[src/rtl/bcs_pkg.sv]
package bcs_pkg;
    typedef enum logic [2:0] {
        PH_IDLE = 3'd0,
        PH_T1   = 3'd1,
        PH_T2   = 3'd2,
        PH_T3   = 3'd3,
        PH_TW   = 3'd4,
        PH_T4   = 3'd5
    } phase_e;
endpackage

[src/rtl/bcs_fsm.sv]
module bcs_fsm
    import bcs_pkg::*;
#(
    parameter int ADDR_W = 20,
    parameter int DATA_W = 16,
    parameter int STAT_W = 4
) (
    input  logic              clk,
    input  logic              rst_n,
    input  logic              req_valid,
    input  logic              req_write,
    input  logic              req_io,
    input  logic              req_hi,
    input  logic [ADDR_W-1:0] req_addr,
    input  logic [DATA_W-1:0] req_wdata,
    input  logic [STAT_W-1:0] req_stat,
    input  logic              ready,
    output phase_e            phase,
    output logic              req_ready,
    output logic              cur_write,
    output logic              cur_io,
    output logic              cur_hi,
    output logic [ADDR_W-1:0] cur_addr,
    output logic [DATA_W-1:0] cur_wdata,
    output logic [STAT_W-1:0] cur_stat
);
    typedef struct packed {
        phase_e              phase;
        logic                write;
        logic                io;
        logic                hi;
        logic [ADDR_W-1:0]   addr;
        logic [DATA_W-1:0]   wdata;
        logic [STAT_W-1:0]   stat;
    } seq_s;

    seq_s seq_d, seq_q;
    logic open_d;

    always_comb begin
        seq_d  = seq_q;
        open_d = (seq_q.phase == PH_IDLE) || (seq_q.phase == PH_T4);
        case (seq_q.phase)
            PH_IDLE: seq_d.phase = PH_IDLE;
            PH_T1:   seq_d.phase = PH_T2;
            PH_T2:   seq_d.phase = ready ? PH_T3 : PH_TW;
            PH_TW:   seq_d.phase = ready ? PH_T3 : PH_TW;
            PH_T3:   seq_d.phase = PH_T4;
            PH_T4:   seq_d.phase = PH_IDLE;
            default: seq_d.phase = PH_IDLE;
        endcase
        if (open_d && req_valid) begin
            seq_d.phase = PH_T1;
            seq_d.write = req_write;
            seq_d.io    = req_io;
            seq_d.hi    = req_hi;
            seq_d.addr  = req_addr;
            seq_d.wdata = req_wdata;
            seq_d.stat  = req_stat;
        end
    end

    always_ff @(posedge clk or negedge rst_n) begin
        if (!rst_n) seq_q <= '0;
        else        seq_q <= seq_d;
    end

    assign phase     = seq_q.phase;
    assign req_ready = open_d;
    assign cur_write = seq_q.write;
    assign cur_io    = seq_q.io;
    assign cur_hi    = seq_q.hi;
    assign cur_addr  = seq_q.addr;
    assign cur_wdata = seq_q.wdata;
    assign cur_stat  = seq_q.stat;


    t1_single_chk: assert property (@(posedge clk) disable iff (!rst_n)
        (seq_q.phase == PH_T1) |=> (seq_q.phase == PH_T2));

    wait_entry_chk: assert property (@(posedge clk) disable iff (!rst_n)
        (seq_q.phase == PH_T2 && !ready) |=> (seq_q.phase == PH_TW));

    wait_leave_chk: assert property (@(posedge clk) disable iff (!rst_n)
        (seq_q.phase == PH_TW && ready) |=> (seq_q.phase == PH_T3));

    chain_chk: assert property (@(posedge clk) disable iff (!rst_n)
        (seq_q.phase == PH_T4 && req_valid) |=> (seq_q.phase == PH_T1));

    busy_ignore_chk: assert property (@(posedge clk) disable iff (!rst_n)
        (seq_q.phase == PH_T3) |=> (seq_q.phase == PH_T4));
endmodule

[src/rtl/bcs_drive.sv]
module bcs_drive
    import bcs_pkg::*;
#(
    parameter int ADDR_W = 20,
    parameter int DATA_W = 16,
    parameter int STAT_W = 4
) (
    input  logic              clk,
    input  logic              rst_n,
    input  phase_e            phase,
    input  logic              cur_write,
    input  logic              cur_io,
    input  logic              cur_hi,
    input  logic [ADDR_W-1:0] cur_addr,
    input  logic [DATA_W-1:0] cur_wdata,
    input  logic [STAT_W-1:0] cur_stat,
    output logic [DATA_W-1:0] ad_out,
    output logic              ad_oe,
    output logic [STAT_W-1:0] as_out,
    output logic              ale,
    output logic              rd_n,
    output logic              wr_n,
    output logic              dt_r,
    output logic              den_n,
    output logic              mio,
    output logic              bhe_n
);
    typedef struct packed {
        logic [DATA_W-1:0] ad;
        logic              oe;
        logic [STAT_W-1:0] as;
        logic              ale;
        logic              rd_n;
        logic              wr_n;
        logic              dt_r;
        logic              den_n;
        logic              mio;
        logic              bhe_n;
    } pins_s;

    pins_s pins_d;
    logic  strobe_d;
    logic  active_d;

    always_comb begin
        active_d = (phase != PH_IDLE);
        strobe_d = (phase == PH_T2) || (phase == PH_TW) || (phase == PH_T3);
        pins_d   = '0;
        pins_d.rd_n  = 1'b1;
        pins_d.wr_n  = 1'b1;
        pins_d.den_n = 1'b1;
        pins_d.bhe_n = 1'b1;
        if (active_d) begin
            pins_d.dt_r  = cur_write;
            pins_d.mio   = ~cur_io;
            pins_d.bhe_n = ~cur_hi;
            if (phase == PH_T1) begin
                pins_d.ale = 1'b1;
                pins_d.oe  = 1'b1;
                pins_d.ad  = cur_addr[DATA_W-1:0];
                pins_d.as  = cur_addr[ADDR_W-1:DATA_W];
            end else begin
                pins_d.as    = cur_stat;
                pins_d.oe    = cur_write;
                pins_d.ad    = cur_write ? cur_wdata : '0;
                pins_d.rd_n  = ~(strobe_d && !cur_write);
                pins_d.wr_n  = ~(strobe_d && cur_write);
                pins_d.den_n = ~(strobe_d || cur_write);
            end
        end
    end

    assign ad_out = pins_d.ad;
    assign ad_oe  = pins_d.oe;
    assign as_out = pins_d.as;
    assign ale    = pins_d.ale;
    assign rd_n   = pins_d.rd_n;
    assign wr_n   = pins_d.wr_n;
    assign dt_r   = pins_d.dt_r;
    assign den_n  = pins_d.den_n;
    assign mio    = pins_d.mio;
    assign bhe_n  = pins_d.bhe_n;


    rd_release_chk: assert property (@(posedge clk) disable iff (!rst_n)
        !rd_n |-> (!ad_oe && !dt_r && !den_n));

    wr_drive_chk: assert property (@(posedge clk) disable iff (!rst_n)
        !wr_n |-> (ad_oe && dt_r && !den_n));

    strobe_excl_chk: assert property (@(posedge clk) disable iff (!rst_n)
        (rd_n || wr_n));

    ale_addr_chk: assert property (@(posedge clk) disable iff (!rst_n)
        ale |-> (ad_oe && den_n && rd_n && wr_n));

    ale_drop_chk: assert property (@(posedge clk) disable iff (!rst_n)
        ale |=> !ale);
endmodule

[src/rtl/bcs_capture.sv]
module bcs_capture
    import bcs_pkg::*;
#(
    parameter int DATA_W = 16
) (
    input  logic              clk,
    input  logic              rst_n,
    input  phase_e            phase,
    input  logic              cur_write,
    input  logic [DATA_W-1:0] ad_in,
    output logic              done,
    output logic [DATA_W-1:0] rdata
);
    typedef struct packed {
        logic              done;
        logic [DATA_W-1:0] rdata;
    } cap_s;

    cap_s cap_d, cap_q;

    always_comb begin
        cap_d      = cap_q;
        cap_d.done = (phase == PH_T4);
        if (phase == PH_T3 && !cur_write)
            cap_d.rdata = ad_in;
    end

    always_ff @(posedge clk or negedge rst_n) begin
        if (!rst_n) cap_q <= '0;
        else        cap_q <= cap_d;
    end

    assign done  = cap_q.done;
    assign rdata = cap_q.rdata;


    done_pulse_chk: assert property (@(posedge clk) disable iff (!rst_n)
        done |=> !done);

    rdata_hold_chk: assert property (@(posedge clk) disable iff (!rst_n)
        (phase != PH_T3) |=> $stable(rdata));
endmodule

[src/rtl/bus_cycle_seq.sv]
module bus_cycle_seq
    import bcs_pkg::*;
#(
    parameter int ADDR_W = 20,
    parameter int DATA_W = 16
) (
    input  logic              clk,
    input  logic              rst_n,
    input  logic              req_valid,
    output logic              req_ready,
    input  logic              req_write,
    input  logic              req_io,
    input  logic              req_hi,
    input  logic [ADDR_W-1:0] req_addr,
    input  logic [DATA_W-1:0] req_wdata,
    input  logic [ADDR_W-DATA_W-1:0] req_stat,
    input  logic              ready,
    input  logic [DATA_W-1:0] ad_in,
    output logic [DATA_W-1:0] ad_out,
    output logic              ad_oe,
    output logic [ADDR_W-DATA_W-1:0] as_out,
    output logic              ale,
    output logic              rd_n,
    output logic              wr_n,
    output logic              dt_r,
    output logic              den_n,
    output logic              mio,
    output logic              bhe_n,
    output logic              done,
    output logic [DATA_W-1:0] rdata
);
    localparam int STAT_W = ADDR_W - DATA_W;

    phase_e            phase;
    logic              cur_write, cur_io, cur_hi;
    logic [ADDR_W-1:0] cur_addr;
    logic [DATA_W-1:0] cur_wdata;
    logic [STAT_W-1:0] cur_stat;

    bcs_fsm #(.ADDR_W(ADDR_W), .DATA_W(DATA_W), .STAT_W(STAT_W)) u_fsm (
        .clk(clk), .rst_n(rst_n), .req_valid(req_valid),
        .req_write(req_write), .req_io(req_io), .req_hi(req_hi),
        .req_addr(req_addr), .req_wdata(req_wdata), .req_stat(req_stat),
        .ready(ready), .phase(phase), .req_ready(req_ready),
        .cur_write(cur_write), .cur_io(cur_io), .cur_hi(cur_hi),
        .cur_addr(cur_addr), .cur_wdata(cur_wdata), .cur_stat(cur_stat)
    );

    bcs_drive #(.ADDR_W(ADDR_W), .DATA_W(DATA_W), .STAT_W(STAT_W)) u_drive (
        .clk(clk), .rst_n(rst_n), .phase(phase),
        .cur_write(cur_write), .cur_io(cur_io), .cur_hi(cur_hi),
        .cur_addr(cur_addr), .cur_wdata(cur_wdata), .cur_stat(cur_stat),
        .ad_out(ad_out), .ad_oe(ad_oe), .as_out(as_out), .ale(ale),
        .rd_n(rd_n), .wr_n(wr_n), .dt_r(dt_r), .den_n(den_n),
        .mio(mio), .bhe_n(bhe_n)
    );

    bcs_capture #(.DATA_W(DATA_W)) u_capture (
        .clk(clk), .rst_n(rst_n), .phase(phase), .cur_write(cur_write),
        .ad_in(ad_in), .done(done), .rdata(rdata)
    );
endmodule

[config.mk]
export PLATFORM = sky130hd
export DESIGN_NAME = bus_cycle_seq
export DESIGN_NICKNAME = d
export VERILOG_FILES = /design/src/rtl/bcs_pkg.sv /design/src/rtl/bcs_fsm.sv /design/src/rtl/bcs_drive.sv /design/src/rtl/bcs_capture.sv /design/src/rtl/bus_cycle_seq.sv
export SDC_FILE = /design/constraint.sdc
export NUM_CORES = 1
export LEC_CHECK = 0
export ABC_AREA = 1
export BUFFER_PORTS_ARGS = -buffer_cell sky130_fd_sc_hd__buf_2
export CAP_MARGIN = 15
export CORE_UTILIZATION = 44
export CTS_CLUSTER_DIAMETER = 150
export CTS_CLUSTER_SIZE = 8
export DETAILED_ROUTE_END_ITERATION = 6
export PLACE_DENSITY_LB_ADDON = 0.08
export SLEW_MARGIN = 20
export SYNTH_ARGS = -nofsm -noshare
export SYNTH_HDL_FRONTEND = slang
export SYNTH_SLANG_ARGS = --single-unit
[constraint.sdc]
create_clock -name clk -period 1.2 [get_ports clk]
set_input_delay 0.18 -clock clk [delete_from_list [all_inputs] [get_ports clk]]
set_output_delay 0.18 -clock clk [all_outputs]
set_load 0.01 [all_outputs]
Yosys cells after proc, flatten, opt, wreduce, memory -nomap -nowiden
Index checks and enable logic that the tools add are counted.
{ "totals": {"reg_bits": 63, "input_bits": 63, "output_inout_bits": 46, "word_cells": 40} }
{ "op_classes": {"n_eq_ne": 5, "muxes": 9, "n_bitwise": 5, "reduce_logical": 12} }
{ "ops": {"columns": ["op", "count"], "rows": [
  ["$mux 46", 1],
  ["$mux 28", 1],
  ["$mux 21", 1],
  ["$mux 16", 1],
  ["$pmux 3 s3", 1],
  ["$eq 3x2->1 const B", 2],
  ["$eq 3x3->1 const B", 2],
  ["$not 1->1", 5],
  ["$logic_and 1x1->1", 4],
  ["$logic_or 1x1->1", 4],
  ["$eq 3x1->1 const B", 1],
  ["$logic_not 3->1", 1],
  ["$mux 3", 1],
  ["$reduce_bool 3->1", 1],
  ["$mux 1", 2],
  ["$mux 2", 1],
  ["$reduce_or 2->1", 1],
  ["$logic_not 1->1", 1]
]} }

Logic depth before layout (Yosys ltp)
{ "depth": {"word_depth": 7, "depth_mapped": 7, "depth_no_buf": 6} }

Hierarchy
From an unflattened synthesis, not the netlist that was laid out.
{ "unflattened": {"hier_cells": 372, "area_unflattened_um2": 2977.9} }
{ "modules_own_cells": {"columns": ["mod", "instances", "cells_each", "area_per_inst_um2", "seq_area_each_um2"], "rows": [
  ["bcs_fsm", 1, 204, 1861.8, 1151.1],
  ["bcs_capture", 1, 74, 698.2, 425.4],
  ["bcs_drive", 1, 94, 417.9, 0.0]
]} }

Worst setup path after synthesis
OpenSTA, ideal clock, no wires.
{ "synth_timing": {"kind": "reg2out", "startpoint": "register u_fsm.seq_q, in the netlist u_fsm.phase[1]", "endpoint": "output port ad_out[10]", "arrival_ps": 993, "required_time_ps": 1020, "setup_slack_ps": 27, "path_stages_with_launch": 7, "path_buffers": 1, "path_cell_list": "dfrtp_1 > inv_1 > nand3_1 > inv_1 > buf_2 > nand2_1 > nand2_1"} }
{ "synth_via": {"elab_chain_len": 3, "word_cells_on_any_way": 4, "classes_between": "eq/ne: 1; mux: 2; reduce/logical: 1"} }
{ "synth_rtl": {"columns": ["element", "line", "rtl"], "rows": [
  ["from (decl)", "bcs_fsm.sv:37", "seq_s seq_d, seq_q;"],
  ["from (signal assigned)", "bcs_fsm.sv:65", "else seq_q <= seq_d;"],
  ["$eq 3x1->1", "bcs_drive.sv:57", "if (phase == PH_T1) begin"],
  ["$mux 21", "bcs_drive.sv:57", null],
  ["$mux 28 *", "bcs_drive.sv:53", "if (active_d) begin"],
  ["to (decl)", "bus_cycle_seq.sv:19", "output logic [DATA_W-1:0] ad_out,"]
]} }
Every way passes the cells marked *; elsewhere a longest branch is shown, timed or not.

Final worst setup path
{ "layout_timing": {"startpoint": "register u_fsm.seq_q, in the netlist u_fsm.phase[1]", "endpoint": "output port as_out[1]"} }
{ "layout_via": {"elab_chain_len": 3, "word_cells_on_any_way": 4, "classes_between": "eq/ne: 1; mux: 2; reduce/logical: 1"} }
{ "layout_rtl": {"columns": ["element", "line", "rtl"], "rows": [
  ["$eq 3x1->1", "bcs_drive.sv:57", null],
  ["$mux 21", "bcs_drive.sv:57", null],
  ["$mux 28 *", "bcs_drive.sv:53", null],
  ["to (decl)", "bus_cycle_seq.sv:21", "output logic [ADDR_W-DATA_W-1:0] as_out,"]
]} }
Marks and branches as above.

==> summary.md <==
| Metric | Value |
|---|---|
| Synth-to-layout area growth | `53.9%` |
| Row Count | `28` |
| Via-to-Cell Ratio | `about 5.0` |
| Area of all placed cells without fillers | `4380 um^2` |
| Period Utilization, post-route | `138%` |
| CP startpoint kind | `flop` |
| Final worst slack | `-461 ps` |
| Comb pwr share | `between 50% and 60%` |
| Slew HR | `76.9%` |
| CORE AREA | `6060 um^2` |
| Placed Instance Area | `between 3000 and 4000 um^2` |
| Worst VDD drop | `roughly 0.0015 V` |
| CTS tree | `built` |
| Violated checks | `negative setup slack` |
| Reg2reg path depth | `11` |
| Wirelength, routed | `~8400 um` |
| Largest net degree at the start of global routing | `64` |
| Die Span Y | `around 80 um` |
| Minimum clock period | `between 1500 and 2000 ps` |
| Clock share of power | `14.9%` |
| Slew Limit Fails | `0` |
| Switch share | `between 30% and 40%` |
| Ant diodes | `0` |
| Clock tree buffer depth | `2` |
| Post-Syn Nets | `419` |
| Cell taking the most area after synthesis | `dfrtp_1` |
| Register area share after synthesis | `roughly 55%` |
| H-tree depth | `3` |
| Synth Instances | `356` |
| CP cell instances | `inv_4 -> nand3_4 -> inv_4 -> clkbuf_16 -> nand2_1 -> nand2_1 -> buf_2` |
| Setup TNS | `-31650 ps` |
| WP data required | `1020 ps` |
| Clk Latency, worst-skew pair | `around 340 ps` |
| Clock Root Buffer | `clkbuf_8` |
| Critical path class | `reg -> out` |
| Layout cell share with drive strength beyond 1 | `approximately 39%` |
| Cell area after synthesis | `around 2800 um^2` |
| DP HPWL | `between 4000 and 5000 um` |
| Hold slack | `37.3 ps` |
| Die area | `6790 um^2` |
| Setup WS pre-CTS | `-87.0 ps` |
| Top delay family on crit path | `buffers and inverters` |
| Achievable frequency | `0.602 GHz` |
| Number of routed nets with antenna violations | `0` |
| Status | `finished with violations` |
| Routability Congestion | `0.785` |
| Grt ovf | `0` |
| Syn avg cell area | `approximately 8 um^2` |
| Final #Nets | `565` |
| Worst EP arrival | `about 1500 ps` |
| Worst slew pin tran | `roughly 350 ps` |
| Drt first pass iters | `5` |
| Internal Power | `7.53 mW` |
| Clock Sinks | `63` |
| Worst setup EP type | `primary output` |
| DR vias | `2891` |
| Setup Viol. Count Final | `89` |
| Worst-path clk slew | `70 ps` |
| Yosys warns | `0` |
| Post-DR wirelength/cell | `14.5 um` |
| DRT iter0 DRCs | `between 150 and 200` |
| DRC viols | `0` |
| Hold Path Class | `in -> reg` |
| Slowest stage delay, CP | `430 ps` |
| Share of the synthesized area in the top cell type | `a little under three fifths` |
| Psw | `4.88 mW` |
| I/O pin count | `109` |
| Die width | `between 80 and 90 um` |
| Critical path buffer and inverter count | `4` |
| RSZ-0062 raised after global routing | `yes` |
| Leak | `approximately 2.5 nW` |
| Port buffer count | `108` |
| Starting Density | `46.9%` |
| Post-route clock skew | `about 5.7 ps` |
| GRT Overall Usage | `around a quarter` |
| Maxcap violations | `0` |
| Synth top area cells | `dfrtp_1 55%, nand2_1 23%, nand3_1 11%, o21ai_0 3.0%, buf_2 1.8%` |
| CTS buffer count | `9` |
| Vias in the first global route | `around 2.6k` |
| Critical Path Stages | `7` |
| Final Hold Fails | `0` |
| Fillers | `482` |
| Worst-path fanout max | `10` |
| Worst path slowest cell | `dfrtp_1` |
| Distinct cells, synth | `16` |
| First-pass GRT wire length | `12400 um` |
| Initial antenna violation count | `0` |
| Hold Path Cell Cnt | `3` |
| FF+latch count, synth | `63` |
| Sequential share of power | `a little under a third` |
| PD cells | `~2800 nW/um^2` |
cells in the final DEF (no fill, tap or decap), drive strengths merged:
master / instances
inv: 8
clkinv: 3
clkbuf: 14
o21ai: 17
nor2: 4
nand4: 1
dfrtp: 63
buf: 155
bufinv: 1
nand3: 65
nand2: 174
dlygate4sd3: 1
metal layers:
| metal | global-route usage (%) | vias up | part of all wire, % | wire length (um) |
|---|---|---|---|---|
| met5 | 0 | - | 0 | 0 |
| met4 | 12.6 | 0 | 2.3 | 193 |
| met3 | 4.51 | 18 | 5.3 | 449 |
| met2 | 40.3 | 102 | 49 | 4130 |
| met1 | 32.2 | 1341 | 43 | 3630 |
| li1 | - | 1430 | - | - |
state kept, by name, indices dropped and copies added (netlist names):
signal,count
u_fsm.cur_addr,20
u_capture.rdata,16
u_fsm.cur_hi,1
u_capture.done,1
u_fsm.cur_write,1
u_fsm.phase,3
u_fsm.cur_wdata,16
u_fsm.cur_io,1
u_fsm.cur_stat,4
power by group through the flow:
stage                     Sequential, mW  Clock [mW]  Combinational (mW)
after global routing                3.85        1.98                7.45
after floorplan                     3.72           0                2.76
after global placement              3.68           0                5.10
final                               3.74        1.85                6.83
after detailed placement            3.69           0                5.20
after CTS                           3.68        1.88                6.05
worst paths after layout:
path,to,slack (ps),from
max reg2reg,u_fsm.cur_stat[2]$_DFFE_PN0P_,-440,u_fsm.phase[2]$_DFF_PN0_
min in group asynchronous,u_capture.rdata[0]$_DFFE_PN0P_,360,rst_n
max in group asynchronous,u_fsm.phase[0]$_DFF_PN0_,530,rst_n
min reg2reg,u_capture.rdata[13]$_DFFE_PN0P_,470,u_capture.rdata[13]$_DFFE_PN0P_
max,as_out[1],-460,u_fsm.phase[1]$_DFF_PN0_
min,u_capture.rdata[1]$_DFFE_PN0P_,40,ad_in[1]
timing repair:
action	CTS	global route
pin swaps	3	5
hold endpoints to repair	63	0
hold buffers	1	0
gates cloned	3	3
resized for setup	31	28
setup buffers	10	11
endpoints found under the setup margin	77	89
Yosys cell counts, drive strengths merged:
| cell | n |
|---|---|
| dfrtp | 63 |
| nand2 | 174 |
| inv | 8 |
| nand4 | 1 |
| nor2 | 4 |
| nand3 | 65 |
| buf | 17 |
| clkbuf | 7 |
| o21ai | 17 |
logic make-up after synthesis:
group                  Yosys count  share of synthesized area, %
buffers and inverters           32                          5.98
flip-flops                      63                          55.4
AO/OA/AOI/OAI                   17                          2.99
AND/OR/NAND/NOR                244                          35.6
cell type report:
cell class | count | area (um^2) | area share [%]
repair buffers | 159 | 1260 | 28.8
well taps | 75 | 93.8 | 2.14
flip-flops and latches | 63 | 1580 | 36.0
multi-input cells | 261 | 1210 | 27.7
clock buffers | 11 | 151 | 3.46
clock inverters | 4 | 45.0 | 1.03
inverters | 8 | 37.5 | 0.857
worst register-to-register path: cells and delay by family, from the launching register on:
| kind | cells | cell delay (ps) |
|---|---|---|
| buffers and inverters | 6 | 760 |
| DFF | 1 | 420 |
| and+or+nand+nor | 5 | 360 |
through the flow:
stage	cells	util, %	total power [mW]
global route	581	72.2	13.3
CTS	568	68.6	11.6
global placement	539	60.5	8.79
floorplan	356	-	6.48
finish	581	72.2	12.4
detailed placement	539	60.5	8.89
Note: power is estimated with default switching activity, not from simulation.
